===== config.mk =====
export PLATFORM = sky130hd
export DESIGN_NAME = irq_share_agg
export DESIGN_NICKNAME = d
export VERILOG_FILES = /design/src/rtl/irq_share_pkg.sv /design/src/rtl/irq_pend_bank.sv /design/src/rtl/irq_en_bank.sv /design/src/rtl/irq_line_gate.sv /design/src/rtl/irq_share_agg.sv
export SDC_FILE = /design/constraint.sdc
export NUM_CORES = 1
export LEC_CHECK = 0
export ABC_AREA = 1
export BUFFER_PORTS_ARGS = -buffer_cell sky130_fd_sc_hd__buf_2
export CAP_MARGIN = 20
export CORE_MARGIN = 1
export CORE_UTILIZATION = 55
export CTS_CLUSTER_SIZE = 25
export DETAILED_ROUTE_END_ITERATION = 16
export GPL_TIMING_DRIVEN = 0
export PLACE_DENSITY = 0.76
export RECOVER_POWER = 100
export SKIP_CTS_REPAIR_TIMING = 1
export SLEW_MARGIN = 0
export SYNTH_ARGS = -nofsm -noshare
export SYNTH_HDL_FRONTEND = slang
export SYNTH_SLANG_ARGS = --single-unit

===== constraint.sdc =====
create_clock -name clk -period 6.6 [get_ports clk]
set_clock_uncertainty 0.05 [all_clocks]
set_input_delay 1.98 -clock clk [delete_from_list [all_inputs] [get_ports clk]]
set_output_delay 1.98 -clock clk [all_outputs]
set_load 0.1 [all_outputs]

===== src/rtl/irq_share_pkg.sv =====
// Shared types for the interrupt line aggregator.
// Assumes: address decode results fit in 8-bit line and word indices.
package irq_share_pkg;

    // Register region selected by an address
    typedef enum logic [1:0] {
        RGN_STATUS = 2'd0,
        RGN_CLEAR  = 2'd1,
        RGN_ENABLE = 2'd2,
        RGN_NONE   = 2'd3
    } rgn_e;

    // Decoded register address
    typedef struct packed {
        rgn_e       rgn;
        logic [7:0] line;
        logic [7:0] word;
    } dec_t;

endpackage


===== src/rtl/irq_pend_bank.sv =====
// Pending bit store: one sticky bit per source.
// A source that is high in a cycle sets its bit. A clear mask bit resets it
// unless the source is also high in that cycle, in which case the set wins.
// Assumes: clr_mask is already decoded from a write-one-to-clear access.
module irq_pend_bank #(
    parameter int NUM_SRC = 64
) (
    input  logic               clk,
    input  logic               rst_n,
    input  logic [NUM_SRC-1:0] src_irq,
    input  logic [NUM_SRC-1:0] clr_mask,
    output logic [NUM_SRC-1:0] pend
);

    // Latch new sources, drop cleared bits, new assertions take priority
    always_ff @(posedge clk) begin
        if (!rst_n) begin
            pend <= '0;
        end else begin
            pend <= (pend & ~clr_mask) | src_irq;
        end
    end

endmodule


===== src/rtl/irq_en_bank.sv =====
// Enable word store for every output line.
// Flat layout: line l, word w occupies bits (l*NUM_WORDS+w)*WORD_W upward,
// so line l's per-source enables form one NUM_WORDS*WORD_W slice.
// Assumes: line_sel/word_sel are valid whenever wr is high.
module irq_en_bank #(
    parameter int NUM_LINES = 4,
    parameter int NUM_WORDS = 2,
    parameter int WORD_W    = 32,
    localparam int TOTAL_W  = NUM_LINES * NUM_WORDS * WORD_W
) (
    input  logic              clk,
    input  logic              rst_n,
    input  logic              wr,
    input  logic [7:0]        line_sel,
    input  logic [7:0]        word_sel,
    input  logic [WORD_W-1:0] wdata,
    output logic [TOTAL_W-1:0] en
);

    // Update the addressed enable word; all words clear in reset
    always_ff @(posedge clk) begin
        if (!rst_n) begin
            en <= '0;
        end else if (wr) begin
            for (int l = 0; l < NUM_LINES; l++) begin
                for (int w = 0; w < NUM_WORDS; w++) begin
                    if (int'(line_sel) == l && int'(word_sel) == w) begin
                        en[(l*NUM_WORDS+w)*WORD_W +: WORD_W] <= wdata;
                    end
                end
            end
        end
    end

endmodule


===== src/rtl/irq_line_gate.sv =====
// One output line: masks the pending bits with the line's enables, gates
// the result with the master enable (enable bit 0) and registers it.
// Assumes: position 0 of en is the master enable, never a source enable.
module irq_line_gate #(
    parameter int NUM_SRC = 64
) (
    input  logic               clk,
    input  logic               rst_n,
    input  logic [NUM_SRC-1:0] pend,
    input  logic [NUM_SRC-1:0] en,
    output logic               cond,
    output logic               irq
);

    localparam logic [NUM_SRC-1:0] ROUTE_MASK = {{(NUM_SRC-1){1'b1}}, 1'b0};

    logic master;
    logic any_hit;

    // Combine routed pending bits and apply the line-wide gate
    always_comb begin
        master  = en[0];
        any_hit = |(pend & en & ROUTE_MASK);
        cond    = master & any_hit;
    end

    // Register the condition into the visible line level
    always_ff @(posedge clk) begin
        if (!rst_n) begin
            irq <= 1'b0;
        end else begin
            irq <= cond;
        end
    end

endmodule


===== src/rtl/irq_share_agg.sv =====
// Top of the shared interrupt line aggregator.
// Decodes a flat word address into status, clear and enable regions,
// feeds the pending store and the enable store, and builds one gate per line.
// Assumes: single-cycle writes; reads are combinational from reg_addr.
module irq_share_agg
    import irq_share_pkg::*;
#(
    parameter int NUM_LINES = 4,
    parameter int NUM_WORDS = 2,
    parameter int WORD_W    = 32,
    localparam int NUM_SRC  = NUM_WORDS * WORD_W,
    localparam int NUM_REGS = 2 * NUM_WORDS + NUM_LINES * NUM_WORDS,
    localparam int ADDR_W   = $clog2(NUM_REGS)
) (
    input  logic                 clk,
    input  logic                 rst_n,
    input  logic [NUM_SRC-1:0]   src_irq,
    input  logic                 reg_wr,
    input  logic [ADDR_W-1:0]    reg_addr,
    input  logic [WORD_W-1:0]    reg_wdata,
    output logic [WORD_W-1:0]    reg_rdata,
    output logic [NUM_LINES-1:0] irq_line
);

    localparam int CLR_BASE = NUM_WORDS;
    localparam int EN_BASE  = 2 * NUM_WORDS;
    localparam int EN_END   = EN_BASE + NUM_LINES * NUM_WORDS;

    dec_t                            dec;
    logic [NUM_SRC-1:0]              clr_mask;
    logic [NUM_SRC-1:0]              pend_q;
    logic [NUM_LINES*NUM_SRC-1:0]    en_flat;
    logic [NUM_LINES-1:0]            line_cond;
    logic                            en_wr;

    // Map the flat address onto a region plus line and word index
    always_comb begin
        int a;
        a   = int'(reg_addr);
        dec = '{rgn: RGN_NONE, line: 8'd0, word: 8'd0};
        if (a < CLR_BASE) begin
            dec.rgn  = RGN_STATUS;
            dec.word = 8'(a);
        end else if (a < EN_BASE) begin
            dec.rgn  = RGN_CLEAR;
            dec.word = 8'(a - CLR_BASE);
        end else if (a < EN_END) begin
            dec.rgn  = RGN_ENABLE;
            dec.line = 8'((a - EN_BASE) / NUM_WORDS);
            dec.word = 8'((a - EN_BASE) % NUM_WORDS);
        end
    end

    // Expand a clear-region write into a per-source clear mask
    always_comb begin
        clr_mask = '0;
        for (int w = 0; w < NUM_WORDS; w++) begin
            if (reg_wr && dec.rgn == RGN_CLEAR && int'(dec.word) == w) begin
                clr_mask[w*WORD_W +: WORD_W] = reg_wdata;
            end
        end
    end

    // Enable-region write strobe
    always_comb en_wr = reg_wr && (dec.rgn == RGN_ENABLE);

    irq_pend_bank #(
        .NUM_SRC (NUM_SRC)
    ) pend_i (
        .clk      (clk),
        .rst_n    (rst_n),
        .src_irq  (src_irq),
        .clr_mask (clr_mask),
        .pend     (pend_q)
    );

    irq_en_bank #(
        .NUM_LINES (NUM_LINES),
        .NUM_WORDS (NUM_WORDS),
        .WORD_W    (WORD_W)
    ) en_i (
        .clk      (clk),
        .rst_n    (rst_n),
        .wr       (en_wr),
        .line_sel (dec.line),
        .word_sel (dec.word),
        .wdata    (reg_wdata),
        .en       (en_flat)
    );

    for (genvar l = 0; l < NUM_LINES; l++) begin : g_line
        irq_line_gate #(
            .NUM_SRC (NUM_SRC)
        ) gate_i (
            .clk   (clk),
            .rst_n (rst_n),
            .pend  (pend_q),
            .en    (en_flat[l*NUM_SRC +: NUM_SRC]),
            .cond  (line_cond[l]),
            .irq   (irq_line[l])
        );
    end

    // Select read data; clear region and unmapped addresses read zero
    always_comb begin
        reg_rdata = '0;
        for (int w = 0; w < NUM_WORDS; w++) begin
            if (dec.rgn == RGN_STATUS && int'(dec.word) == w) begin
                reg_rdata = pend_q[w*WORD_W +: WORD_W];
            end
            for (int l = 0; l < NUM_LINES; l++) begin
                if (dec.rgn == RGN_ENABLE && int'(dec.word) == w &&
                    int'(dec.line) == l) begin
                    reg_rdata = en_flat[(l*NUM_WORDS+w)*WORD_W +: WORD_W];
                end
            end
        end
    end

endmodule


# Yosys cells after proc, flatten, opt, wreduce, memory -nomap -nowiden
# Index checks and enable logic that the tools add are counted.
[totals] ff_bits=324 input_bits=103 out_inout_bits=36 word_cells=95
[classes] addsub=3 order_cmp=3 n_eq_ne=6 n_mux=19 n_bitwise=12 reduce_logical=39
[op_table] cell="32-bit 2-to-1 mux" n=12
[op_table] cell="64-bit bitwise AND" n=5
[op_table] cell="63-bit OR reduction" n=4
[op_table] cell="64-bit inverter" n=1
[op_table] cell="64-bit OR" n=1
[op_table] cell="8-bit 2-to-1 mux" n=4
[op_table] cell="1-bit logical AND" n=24
[op_table] cell="17-bit 2-to-1 mux" n=1
[op_table] cell="8-bit by 2-bit equality test with 1-bit output (second input constant)" n=2
[op_table] cell="8-bit by 3-bit equality test with 1-bit output (second input constant)" n=2
[op_table] cell="8-bit zero test" n=2
[op_table] cell="2-bit AND reduction" n=8
[op_table] cell="8-bit by 1-bit adder with 8-bit output" n=1
[op_table] cell="1-bit bitwise AND" n=5
[op_table] cell="4-bit by 2-bit subtractor with 5-bit output (second input constant)" n=1
[op_table] cell="4-bit by 3-bit subtractor with 5-bit output (second input constant)" n=1
[op_table] cell="4-bit by 2-bit < comparator with 1-bit output (second input constant)" n=1
[op_table] cell="4-bit by 3-bit < comparator with 1-bit output (second input constant)" n=1
[op_table] cell="4-bit < comparator (second input constant)" n=1
[op_table] cell="2-bit 2-to-1 mux" n=2
[op_table] cell="2-bit by 1-bit equality test with 1-bit output (second input constant)" n=1
[op_table] cell="2-bit equality test (second input constant)" n=1
[op_table] cell="2-bit zero test" n=1

# Depth between registers and ports, before layout
[depth] depth_word=18 ltp_mapped=19 mapped_depth_nobuf=18

# By module
# From an unflattened synthesis, not the netlist that was laid out.
[unflattened] hier_cells=3114 area_unflattened_um2=18748.0
[by_module_without_submodules] module="irq_en_bank" instances=1 cells_per_inst=1477 area_per_inst_um2=10750.3 seq_area_each_um2=5124.9
[by_module_without_submodules] module="irq_share_agg" instances=1 cells_per_inst=786 area_per_inst_um2=3557.2 seq_area_each_um2=0.0
[by_module_without_submodules] module="irq_pend_bank" instances=1 cells_per_inst=327 area_per_inst_um2=2393.5 seq_area_each_um2=1281.2
[by_module_without_submodules] module="irq_line_gate" instances=4 cells_per_inst=131 area_per_inst_um2=511.7 seq_area_each_um2=20.0

# Least setup slack after synthesis
# No wires, ideal clock.
[synth_path] kind="input to output" startpoint="in reg_addr[2]" endpoint="out reg_rdata[0]" arrival_ns=4.805 required_time_ns=4.570 path_slack_ns=-0.235 cell_stages=16 path_buffers=1 path_cell_list="inv_1 -> ha_1 -> nand2_1 -> inv_1 -> ha_1 -> nand2_1 -> ha_1 -> nand2_1 -> nor2_1 -> nand3_1 -> nand2_2 -> nand2_1 -> buf_1 -> nor2_1 -> nor2_1 -> nand4_1"
[synth_via] elab_chain_len=17 word_cells_on_any_way=44 classes_between="add/sub: 3; order compare: 3; eq/ne: 5; mux: 17; bitwise: 1; reduce/logical: 15"
[synth_lines] item="from (decl)" line="irq_share_agg.sv:19" text="input logic [ADDR_W-1:0] reg_addr,"
[synth_lines] item="4-bit by 3-bit subtractor with 5-bit output" line="irq_share_agg.sv:49, irq_share_agg.sv:50"
[synth_lines] item="1-bit bitwise AND (no line)"
[synth_lines] item="8-bit by 1-bit adder with 8-bit output (no line) or 17-bit 2-to-1 mux (tied branches)"
[synth_lines] item="17-bit 2-to-1 mux or 8-bit 2-to-1 mux (tied branches)" line="irq_share_agg.sv:47, irq_share_agg.sv:44"
[synth_lines] item="8-bit 2-to-1 mux, on equally long branches" line="irq_share_agg.sv:44, irq_share_agg.sv:41"
[synth_lines] item="8-bit 2-to-1 mux or 8-bit zero test (tied branches)" line="irq_share_agg.sv:41, irq_share_agg.sv:108, irq_share_agg.sv:112"
[synth_lines] item="8-bit zero test (tied with other cells)" line="irq_share_agg.sv:113" text="int'(dec.line) == l) begin"
[synth_lines] item="1-bit logical AND or 32-bit 2-to-1 mux (tied branches)" line="irq_share_agg.sv:112, irq_share_agg.sv:108"
[synth_lines] item="32-bit 2-to-1 mux (4 in series)" line="irq_share_agg.sv:112" text="if (dec.rgn == RGN_ENABLE && int'(dec.word) == w &&"
[synth_lines] item="32-bit 2-to-1 mux" line="irq_share_agg.sv:108" text="if (dec.rgn == RGN_STATUS && int'(dec.word) == w) begin"
[synth_lines] item="32-bit 2-to-1 mux (3 in series)" line="irq_share_agg.sv:112"
[synth_lines] item="32-bit 2-to-1 mux (*)" line="irq_share_agg.sv:112"
[synth_lines] item="to (decl)" line="irq_share_agg.sv:21" text="output logic [WORD_W-1:0] reg_rdata,"
# Mark *: on every way between the ends. The rest lies on a longest branch, timed or not.

# Worst setup path in the final report
[layout_path] startpoint="in reg_addr[2]" endpoint="out reg_rdata[30]"
# The elaborated chain is that of the path after synthesis.

==> metrics.md <==
| Metric | Value |
|---|---|
| Final HPWL DP | 43680 microns |
| Top post-synthesis cells by count | 423 x nand2_1, 343 x inv_1, 330 x a21oi_1, 324 x dfxtp_1, 228 x o21ai_0 |
| Failing checks | setup timing |
| Outcome | finished, violations left |
| Synth Net Count | 2448 |
| Worst slew pin tran | 1.158 ns |
| Row cnt | 61 |
| Crit path DAT | 4.67 ns |
| Tot GR Track Use | 0.4127 |
| CTS buffer count | 36 |
| Crit-path slowest cell | nor2_8 |
| Critical path startpoint category | input port |
| Max-slew violations | 0 |
| TritonCTS clock tree | done |
| DR WL/cell | 21.65 microns |
| Util after Layout | 0.6832 |
| Share of cells above drive strength 1 | 0.1287 |
| Leak | 7.622 nW |
| Core ar. | 28090 sq um |
| Sw Pwr | 1.290 mW |
| Starting Density | 0.5648 |
| Yosys warnings | 0 |
| Post-synth EDFFs | 0 |
| Synth unique cells | 34 |
| Critical path required time | 4.57 ns |
| Worst Hold Launch | en_i.en[64] |
| Comb pwr share | 0.115 |
| First drt pass iteration count | 8 |
| Seq cells post-synth | 324 |
| Sequential share of the synthesized area | 0.4089 |
| Clock group share of total power | 0.444 |
| Die area | 29530 sq um |
| Largest net degree at the start of global routing | 14 |
| Worst skew pair latency | 0.53 ns |
| CP max FO | 6 |
| Main synth FF type | dfxtp_1 |
| Rel. slew slack | 0.2311 |
| Sw Share | 0.2740 |
| Reg clk slew, reported paths | 0.06 ns |
| Final hold violations | 0 |
| Register share of total power | 0.440 |
| DRC Markers | 0 |
| N_diodes | 0 |
| Post-DRT Antenna Nets | 0 |
| Routability cong. | 1.049 |
| R2R Setup Slk | 4.30 ns |
| Worst r2r path cells | 8 |
| Hold Path Class | flip-flop to flip-flop |
| Avg Cell Area, Syn | 6.785 sq um |
| Synthesized instance count | 2338 |
| Layout Nets | 2626 |
| Final Cycle Share | 1.016 |
| Peak supply drop | 237.2 uV |
| Fmax | 149.2 MHz |
| Top-area cell type share of the netlist area | 0.4089 |
| Die H | 171.8 microns |
| Drt initial violations | 2639 |
| RSZ-0062 raised after global routing | yes |
| CTS sink cnt | 324 |
| Crit path kind | input port to primary output |
| Most numerous cell in the Yosys netlist | nand2_1 |
| Min cycle time layout | 6.704 ns |
| Crit path cell chain | buf_8 -> clkinvlp_4 -> ha_4 -> nand2_1 -> inv_1 -> ha_2 -> nand2_2 -> ha_4 -> nand2_4 -> nor3_4 -> nand4_4 -> nor2_8 -> buf_8 -> nand2_4 -> nand4_1 -> nor2_1 -> nand4_1 -> buf_12 |
| Depth of the CTS H-tree | 2 |
| Max Cap Viol | 0 |
| Reg-to-reg endpoint | g_line[1].gate_i.irq |
| WL final | 63180 microns |
| Final WS setup | -0.1040 ns |
| Area grow syn2layout | 20.96% |
| # fillers | 2497 |
| Async S/R FF share, synth | 0 |
| Syn Std Cell Area | 15860 sq um |
| Register area | 6486 sq um |
| Buffer depth of the longest clock path | 3 |
| WHS Endpoint | g_line[1].gate_i.irq |
| Grt ovf | 0 |
| CP max stage delay | 0.34 ns |
| Delay-heaviest family, CP | simple AND/OR/NAND/NOR gates |
| Clk root buf | clkbuf_16 |
| Area leader, netlist | dfxtp_1 |
| Worst setup EP type | primary output |
| Count of final setup violators | 25 |
| Final non-filler cell total | 2918 |
| Area of the multi-input gates | 7590 sq um |
| Vias in the first global route | 16.06k |
| Initial antenna violation count | 2 |
| Die X | 171.8 microns |
| Hold Crit Depth | 2 |
| Port bufs | 116 |
| Power density cells | 245.3 nW/um^2 |
| Largest cells by area after synthesis | dfxtp_1 41%, a21oi_1 10%, nand2_1 10%, inv_1 8.1%, o21ai_0 7.2% |
| Placed cells | 2832 |
| Total I/O pin count | 139 |
| Vias | 17.80k |
| Internal power | 3.417 mW |
| CP bufs+invs | 5 |
| First-pass GRT wire length | 91080 microns |
| Reg-to-Reg Start | pend_i.pend[58] |
| DR vias/cell | 6.099 |
==> worst max path at each step <==
stage                startpoint             to  slack, ns  cells past startpoint
floorplan           reg_addr[2]  reg_rdata[21]      -0.03                     16
global placement    reg_addr[2]   reg_rdata[0]      -0.77                     18
detailed placement  reg_addr[2]   reg_rdata[0]      -0.85                     18
CTS                 reg_addr[2]   reg_rdata[0]      -0.86                     18
global route        reg_addr[2]  reg_rdata[30]      -0.17                     21
finish              reg_addr[2]  reg_rdata[30]      -0.10                     18
==> layer usage <==
layer	track usage	share of wire
met5	0	0.00047
met4	0.2209	0.057
met3	0.1144	0.14
met2	0.6226	0.43
met1	0.5339	0.38
==> logic make-up after synthesis <==
kind of cell,Yosys count,share of synthesized area
AOI/OAI and AO/OA,671,0.2234
and+or+nand+nor,826,0.2353
DFF,324,0.4089
buffers and inverters,510,0.1269
adders and majority gates,7,0.005521
==> stage by stage <==
step                instance area (sq um)  hold slack [ns]  worst slack (ns)  total power [mW]  setup TNS (ns)
finish                              19190           0.4088           -0.1040             4.707         -0.6164
global route                        19190           0.4299           -0.1694             4.807          -3.311
CTS                                 18230           0.4034           -0.8596             4.620          -21.61
detailed placement                  17020           0.3891           -0.8503             2.585          -21.25
global placement                    17020           0.3888           -0.7667             2.576          -19.49
floorplan                           15970           0.3651          -0.02659             2.401         -0.7382
==> sequential cells by signal, summed over array words and instances, names as in the netlist <==
signal / count
en_i.en: 256
g_line.gate_i.irq: 4
pend_i.pend: 64
==> worst min-delay path, cell delays in order (launching register included) <==
cell and delay, ns:
dfxtp_1 0.31, nand2_1 0.05, nor2_1 0.05
==> power by group through the flow <==
| stage | registers [mW] | logic (mW) | clock network, mW |
|---|---|---|---|
| 3_3_place_gp | 2.11 | 0.467 | 0 |
| 5_1_grt | 2.07 | 0.572 | 2.16 |
| 4_1_cts | 2.07 | 0.477 | 2.08 |
| 3_5_place_dp | 2.11 | 0.475 | 0 |
| 2_1_floorplan | 2.08 | 0.316 | 0 |
| 6_report | 2.07 | 0.543 | 2.09 |
==> cell usage in the layout (no fill, tap or decap), types with 2 or more instances in the layout <==
cell type  count
a21oi_1      330
a221oi_1      28
a22o_1        15
buf_12        22
buf_2        101
buf_4         36
buf_6          9
buf_8         18
bufinv_16      3
clkbuf_1     109
clkbuf_16     40
clkbuf_4       4
clkbuf_8      12
clkinv_2       6
dfxtp_1      324
ha_1           3
ha_4           3
inv_1        342
inv_2          6
nand2_1      395
nand2_2       22
nand2_4       15
nand3_1       95
nand3_2        3
nand3_4        3
nand4_1      120
nor2_1       148
nor2_2         6
nor2_4         8
nor3_1         3
nor3_4         2
o21ai_0      228
o21ai_1       50
o22ai_1       20
==> area by class of cell <==
type / count / share of cell area
buffer: 159 / 0.04505
clock buffer: 53 / 0.05659
clock inverter: 9 / 0.006259
inverter: 350 / 0.06892
multi-input combinational: 1505 / 0.3955
sequential: 324 / 0.3380
tap: 378 / 0.02465
timing repair buffer: 140 / 0.06501
Power figures use the tool's default switching activity.
